<file path="config.mk">
export PLATFORM = sky130hd
export DESIGN_NAME = vec_extract_unit
export DESIGN_NICKNAME = d
export VERILOG_FILES = /design/src/rtl/vec_extract_unit.sv
export SDC_FILE = /design/constraint.sdc
export NUM_CORES = 1
export LEC_CHECK = 0
export BUFFER_PORTS_ARGS = -buffer_cell sky130_fd_sc_hd__buf_2
export CORE_MARGIN = 2
export CORE_UTILIZATION = 53
export CTS_BUF_LIST = sky130_fd_sc_hd__clkbuf_2
export CTS_CLUSTER_SIZE = 12
export DETAILED_ROUTE_END_ITERATION = 12
export PLACE_DENSITY_LB_ADDON = 0.12
export SETUP_SLACK_MARGIN = 0.1
export SLEW_MARGIN = 30
export SYNTH_ARGS = -nofsm -noshare
export SYNTH_HDL_FRONTEND = slang
export SYNTH_SLANG_ARGS = --single-unit
</file>
<file path="constraint.sdc">
create_clock -name clk -period 10.04 [get_ports clk]
set_input_delay 2.008 -clock clk [delete_from_list [all_inputs] [get_ports clk]]
set_output_delay 2.008 -clock clk [all_outputs]
set_load 0.03 [all_outputs]
</file>
<file path="src/rtl/vec_extract_unit.sv">
module vec_extract_unit #(
  parameter int VEC_W = 128,
  parameter int IDX_W = 64,
  parameter int RES_W = 64
) (
  input  logic             clk,
  input  logic             rst,
  input  logic             in_valid,
  input  logic [VEC_W-1:0] vec_in,
  input  logic [IDX_W-1:0] idx_in,
  input  logic [1:0]       size_sel,
  input  logic             dir_left,
  input  logic             unit_en,
  output logic [RES_W-1:0] result,
  output logic             fault
);
  localparam int OFF_W    = $clog2(VEC_W / 8);
  localparam int PAD_W    = 32;
  localparam int PADDED_W = VEC_W + PAD_W;
  localparam int SH_W     = $clog2(PADDED_W) + 1;

  logic [OFF_W-1:0]    off;
  logic [SH_W-1:0]     off_bits;
  logic [SH_W-1:0]     size_bits;
  logic [SH_W-1:0]     sh;
  logic [PADDED_W-1:0] shifted;
  logic [RES_W-1:0]    elem;
  logic                unused_idx_hi;
  logic                unused_shift_hi;

  assign off           = idx_in[OFF_W-1:0];
  assign unused_idx_hi = ^idx_in[IDX_W-1:OFF_W];
  assign off_bits      = SH_W'(off) << 3;

  always_comb begin
    case (size_sel)
      2'd0:    size_bits = SH_W'(8);
      2'd1:    size_bits = SH_W'(16);
      default: size_bits = SH_W'(32);
    endcase
  end

  // Padding below the vector keeps the left-indexed shift non-negative.
  assign sh = dir_left ? SH_W'(PADDED_W) - off_bits - size_bits
                       : SH_W'(PAD_W) + off_bits;

  assign shifted         = {vec_in, {PAD_W{1'b0}}} >> sh;
  assign unused_shift_hi = ^shifted[PADDED_W-1:32];

  always_comb begin
    case (size_sel)
      2'd0:    elem = RES_W'(shifted[7:0]);
      2'd1:    elem = RES_W'(shifted[15:0]);
      2'd2:    elem = RES_W'(shifted[31:0]);
      default: elem = '0;
    endcase
  end

  always_ff @(posedge clk) begin
    if (rst) begin
      result <= '0;
      fault  <= 1'b0;
    end else if (in_valid) begin
      result <= unit_en ? elem : '0;
      fault  <= ~unit_en;
    end
  end
endmodule

</file>
==> results of run 1 <==
-- flip-flops by register name (all words and copies together) (netlist names) --
register  flops
result       32
fault         1
-- worst max path at each step --
stage                              to        start  depth (start not counted)  slack, ns
2_1_floorplan  result[3]$_SDFFE_PP0P_  size_sel[0]                         11       5.44
3_3_place_gp   result[5]$_SDFFE_PP0P_  size_sel[0]                         10       4.43
3_5_place_dp   result[5]$_SDFFE_PP0P_  size_sel[0]                         10       4.39
4_1_cts        result[6]$_SDFFE_PP0P_  size_sel[0]                         10       4.84
5_1_grt        result[6]$_SDFFE_PP0P_  size_sel[0]                         10       4.64
6_report       result[6]$_SDFFE_PP0P_  size_sel[0]                         10       4.76
-- kinds of logic (layout without fill, tap and decap cells) --
logic type      Yosys count  in the layout
xor+xnor                  1              1
buf+inv                  99            196
simple gates            228            228
mux                     116            116
other cells               1             33
compound gates          205            205
fa+ha+maj                 8              8
flops                    33             33
-- cell usage after synthesis (11+ instances only) --
library cell | n | share of area, %
o2bb2ai_1 | 11 | 1.7
buf_2 | 25 | 2.2
dfxtp_1 | 33 | 12
a21o_1 | 21 | 2.8
mux4_2 | 25 | 10
o21ai_0 | 14 | 1.3
a21oi_1 | 21 | 1.9
nand3_1 | 44 | 3.9
a22oi_1 | 26 | 3.5
mux4_1 | 11 | 5.2
o31ai_1 | 11 | 1.5
nand2_1 | 142 | 9.6
clkbuf_1 | 16 | 1.1
buf_4 | 44 | 5.9
mux2i_1 | 72 | 13
a31oi_1 | 28 | 3.1
-- through the flow --
step / setup slack [ns] / hold WS, ns / power [mW] / cell area [um^2] / utilization (%)
2_1_floorplan: 5.44 / 0.596 / 0.481 / 5700 / -
3_3_place_gp: 4.43 / 0.429 / 0.568 / 6230 / 60.7
3_5_place_dp: 4.39 / 0.434 / 0.576 / 6250 / 60.9
4_1_cts: 4.84 / 0.472 / 0.646 / 6290 / 61.2
5_1_grt: 4.64 / 0.492 / 0.696 / 6300 / 61.3
6_report: 4.76 / 0.470 / 0.659 / 6300 / 61.3
-- layer usage --
metal	up-vias	GRT usage (%)
li1	2879	-
met1	2981	46.2
met2	468	53.4
met3	68	6.20
met4	0	15.0
met5	-	0
-- where the power goes --
part	internal [mW]	switching, mW
combinational	0.173	0.275
clock	0.0152	0.0576
sequential	0.136	0.00261
-- layout make-up --
type                            instances  area (um^2)  area share, %
Multi-Input combinational cell        590         4460           70.8
Timing Repair Buffer                  183          953           15.1
Sequential cell                        33          661           10.5
Tap cell                              136          170           2.70
Clock buffer                            5         25.0          0.397
Inverter                                5         18.8          0.298
Clock inverter                          3         12.5          0.199
Antenna cell                            1         2.50         0.0397
-- worst max-delay path: stages --
cell and delay [ns]:
buf_2 0.11, or2_2 0.31, ha_1 0.19, ha_1 0.36, o211ai_1 0.30, and3_4 0.78
and3_1 0.91, a21oi_1 0.13, a211oi_1 0.39, a21o_1 0.13
==> flow_summary.json, run 1 <==
{
  "hp-class": "reg2reg",
  "pin_count": 264,
  "numCtsBuffers": 5,
  "setup_viol": 0,
  "rsz0062_at_grt": "false",
  "r2r-start": "result[21]$_SDFFE_PP0P_",
  "cts-htree-levels": 2,
  "crit_fanout": 63,
  "final_cell_mix": "buf_2, nand2_1, mux2i_1",
  "cts-resized-gates": 0,
  "grt_pass1_wl_um": 30600,
  "grt_pass1_vias": 5861,
  "skew_ns": 0,
  "core_um2": 10300,
  "clkTransAtPathRegs_ns": 0.18,
  "drv_cap": 0,
  "status": "complete, no violations",
  "vias": 6396,
  "rows": 37,
  "path_class": "in2reg",
  "io_buffer_count": 171,
  "drt_iter0_markers": 713,
  "wl_met3_um": 2530,
  "ys_types": 68,
  "n_fill_cell": 1010,
  "nets": 1025,
  "worstMarginPinSlew_ns": 0.974,
  "cts_buffer_depth": 2,
  "worstPathArrival_ns": 5.64,
  "die_x_um": 107,
  "met1_length_um": 7830,
  "syn-cell-area_um2": 5580,
  "clk_latency_ns": 0.40,
  "synth-seq-cells": 33,
  "gr-total-overflow": 0,
  "wl_per_cell_um": 21.1,
  "grt_usage_pct": 34.2,
  "synthArstFlopShare_pct": 0,
  "die_h_um": 107,
  "powerDensity_nw_per_um2": 105,
  "wirelength_um": 20100,
  "die_area_um2": 11400,
  "synth_top_family_by_area": "multiplexers",
  "synth_warnings": 0,
  "gp_congestion": 0.975,
  "min_path_cells": 1,
  "worstPathRequired_ns": 10.40,
  "drv_slew": 0,
  "fin_crit_ns": 5.28,
  "start_kind": "input pin",
  "vias_per_cell": 6.69,
  "ant_nets": 0,
  "p_leak_nw": 3.03,
  "timing.fmax_ghz": 0.189,
  "route.met2.wl_um": 9010,
  "finalHoldViolCount": 0,
  "synth_fa_ha_area_share_pct": 1.79,
  "ys_seq_area_share_pct": 11.8,
  "cts-root-buf": "clkbuf_2",
  "finalNonFillerCells": 956,
  "start_util_pct": 54.3,
  "synth_compound_area_share_pct": 27.0,
  "synthMuxAreaShare_pct": 29.8,
  "dp_hpwl_um": 13800,
  "final_common_cell": "buf_2",
  "hold_buffers": 0,
  "synth_edf_count": 0,
  "topRoutingLayerUsed": "met4",
  "remaining_drc_errors": 0,
  "drive_above_1_share_pct": 29.4,
  "yosys.area_share.simple_pct": 18.2,
  "r2r-end": "result[21]$_SDFFE_PP0P_",
  "peakVddDrop_mv": 0.0648,
  "min_period_over_period_pct": 52.6,
  "synthXorXnorAreaFrac_pct": 0.157,
  "cts.sinks": 33,
  "final.setup.tns_ns": 0,
  "yosys_most_used_dff": "dfxtp_1",
  "grt_start_max_net_pins": 76,
  "place_inst": 947,
  "r2r_cells": 2,
  "min_from": "result[3]$_SDFFE_PP0P_",
  "cts_tree": "done",
  "syn_inst": 691,
  "drt_pre_antenna_iters": 6,
  "cts_setup_buffers": 0,
  "rrSetupSlack_ns": 9.12,
  "min_to": "result[3]$_SDFFE_PP0P_",
  "antenna_found_initial": 1,
  "maxSlewHeadroom_pct": 34.7,
  "end_kind": "flip-flop",
  "syn_to_final_growth_pct": 13.0,
  "syn_area_per_cell_um2": 8.07
}
Note: power is estimated with default switching activity, not from simulation.
==> inputs of run 2 (changes only) <==
Settings changed: CORE_UTILIZATION 53 to 49.
Clock period 10.04 ns to 5 ns, I/O delays scaled along.
==> flow_summary.json, run 2 (synthesized netlist as in run 1, its figures left out) <==
{
  "io_buffer_count": 171,
  "fin_crit_ns": 3.93,
  "die_area_um2": 12300,
  "grt_start_max_net_pins": 70,
  "whs_ns": 0.478,
  "die_x_um": 111,
  "nets": 1035,
  "worstPathRequired_ns": 5.38,
  "timing.fmax_ghz": 0.255,
  "min_period_over_period_pct": 78.6,
  "p_switching_mw": 0.691,
  "grt_usage_pct": 30.8,
  "hp-class": "reg2reg",
  "critPathMaxStageDelay_ns": 0.63,
  "largest_register": "result",
  "n_fill_cell": 1038,
  "cts-root-buf": "clkbuf_2",
  "rsz0062_at_grt": "false",
  "seqPwrFrac_pct": 19.7,
  "cts_tree": "done",
  "rows": 38,
  "powerDensity_nw_per_um2": 219,
  "worstMarginPinSlew_ns": 0.859,
  "cts-resized-gates": 0,
  "critPathLaunch": "size_sel[0]",
  "cts.sinks": 33,
  "drv_slew": 0,
  "start_util_pct": 50.8,
  "drv_cap": 0,
  "remaining_drc_errors": 0,
  "crit_top_cell": "ha_1",
  "r2r_cells": 2,
  "antenna_found_initial": 0,
  "p_sw_share_pct": 49.0,
  "cts-htree-levels": 2,
  "die_h_um": 111,
  "pin_count": 264,
  "vias_per_cell": 6.54,
  "wl_per_cell_um": 20.6,
  "peakVddDrop_mv": 0.275,
  "grt_pass1_wl_um": 30800,
  "final.setup.tns_ns": 0,
  "p_leak_nw": 3.10,
  "syn_to_final_growth_pct": 15.3,
  "final_common_cell": "buf_2",
  "p_clk_share_pct": 15.0,
  "crit_family": "simple AND/OR/NAND/NOR gates",
  "drt_pre_antenna_iters": 5,
  "finalHoldViolCount": 0,
  "skew_ns": 0,
  "critPathSlowestCell": "mux2i_1",
  "setup_viol": 0,
  "final_cell_mix": "buf_2, nand2_1, mux2i_1",
  "drive_above_1_share_pct": 30.4,
  "antenna_cells": 0,
  "vias": 6338,
  "p_int_mw": 0.720,
  "layout_setup_ws_ns": 1.07,
  "rrSetupSlack_ns": 4.13,
  "gp_congestion": 0.946,
  "path_buf_inv": 1,
  "r2r-end": "result[21]$_SDFFE_PP0P_",
  "path_class": "in2reg",
  "clkTransAtPathRegs_ns": 0.25,
  "top_regs": "result (32), fault (1)",
  "end_kind": "flip-flop",
  "crit_fanout": 23,
  "cp.depth": 10,
  "ant_nets": 0,
  "cts_setup_buffers": 0,
  "gr-total-overflow": 0,
  "grt_pass1_vias": 5751,
  "dp_hpwl_um": 14300,
  "wirelength_um": 19900,
  "r2r-start": "result[21]$_SDFFE_PP0P_",
  "clk_latency_ns": 0.43,
  "pre_cts_slack_ns": 0.720,
  "worstPathCellList": "buf_2 > or2_2 > ha_1 > ha_1 > o21ai_1 > mux2i_1 > nand2_2 > nand2_1 > o22ai_1 > o31ai_1",
  "combPwrFrac_pct": 65.3,
  "drt_iter0_markers": 635,
  "cts_buffer_depth": 2,
  "largest_reg_flops": 32,
  "core_um2": 11000,
  "worstPathArrival_ns": 4.31,
  "status": "complete, no violations",
  "hold_buffers": 0,
  "cp-endpoint": "result[13]$_SDFFE_PP0P_",
  "numCtsBuffers": 5,
  "maxSlewHeadroom_pct": 42.6,
  "start_kind": "input pin"
}
-- run 2: routing by layer --
metal  GRT usage, %  up-vias  wire length, um
li1               -     2897                -
met1           42.9     2971             8160
met2           49.5      434             9150
met3           5.19       36             2270
met4           8.08        0              360
met5              0        -                0
-- run 2: area by class of cell --
cell class,instances,area [um^2],share of cell area [%]
flip-flops and latches,33,661,10.3
multi-input cells,590,4460,69.4
clock inverters,3,46.3,0.719
repair buffers,193,1050,16.3
clock buffers,5,25.0,0.389
inverters,5,18.8,0.292
well taps,140,175,2.72
-- run 2: stage by stage --
step / instance area [um^2] / power, mW / cells / utilization, %
floorplan: 5700 / 0.965 / 722 / -
global placement: 6350 / 1.17 / 961 / 57.8
detailed placement: 6360 / 1.18 / 961 / 57.9
CTS: 6430 / 1.39 / 969 / 58.5
global route: 6430 / 1.48 / 969 / 58.6
finish: 6430 / 1.41 / 969 / 58.6
-- run 2: worst min-delay path by stage --
stage	start	end	depth (start not counted)
after global placement	result[11]$_SDFFE_PP0P_	result[11]$_SDFFE_PP0P_	1
after floorplan	fault$_SDFFE_PP0P_	fault$_SDFFE_PP0P_	2
after CTS	result[0]$_SDFFE_PP0P_	result[0]$_SDFFE_PP0P_	1
after detailed placement	result[0]$_SDFFE_PP0P_	result[0]$_SDFFE_PP0P_	1
after global routing	result[3]$_SDFFE_PP0P_	result[3]$_SDFFE_PP0P_	1
final	result[11]$_SDFFE_PP0P_	result[11]$_SDFFE_PP0P_	1
-- run 2: power groups by stage --
stage                     clock network, mW  logic, mW  registers (mW)
after global routing                  0.219      0.984           0.279
after detailed placement                  0      0.896           0.283
final                                 0.212      0.921           0.278
after floorplan                           0      0.666           0.299
after global placement                    0      0.886           0.283
after CTS                             0.214      0.900           0.278
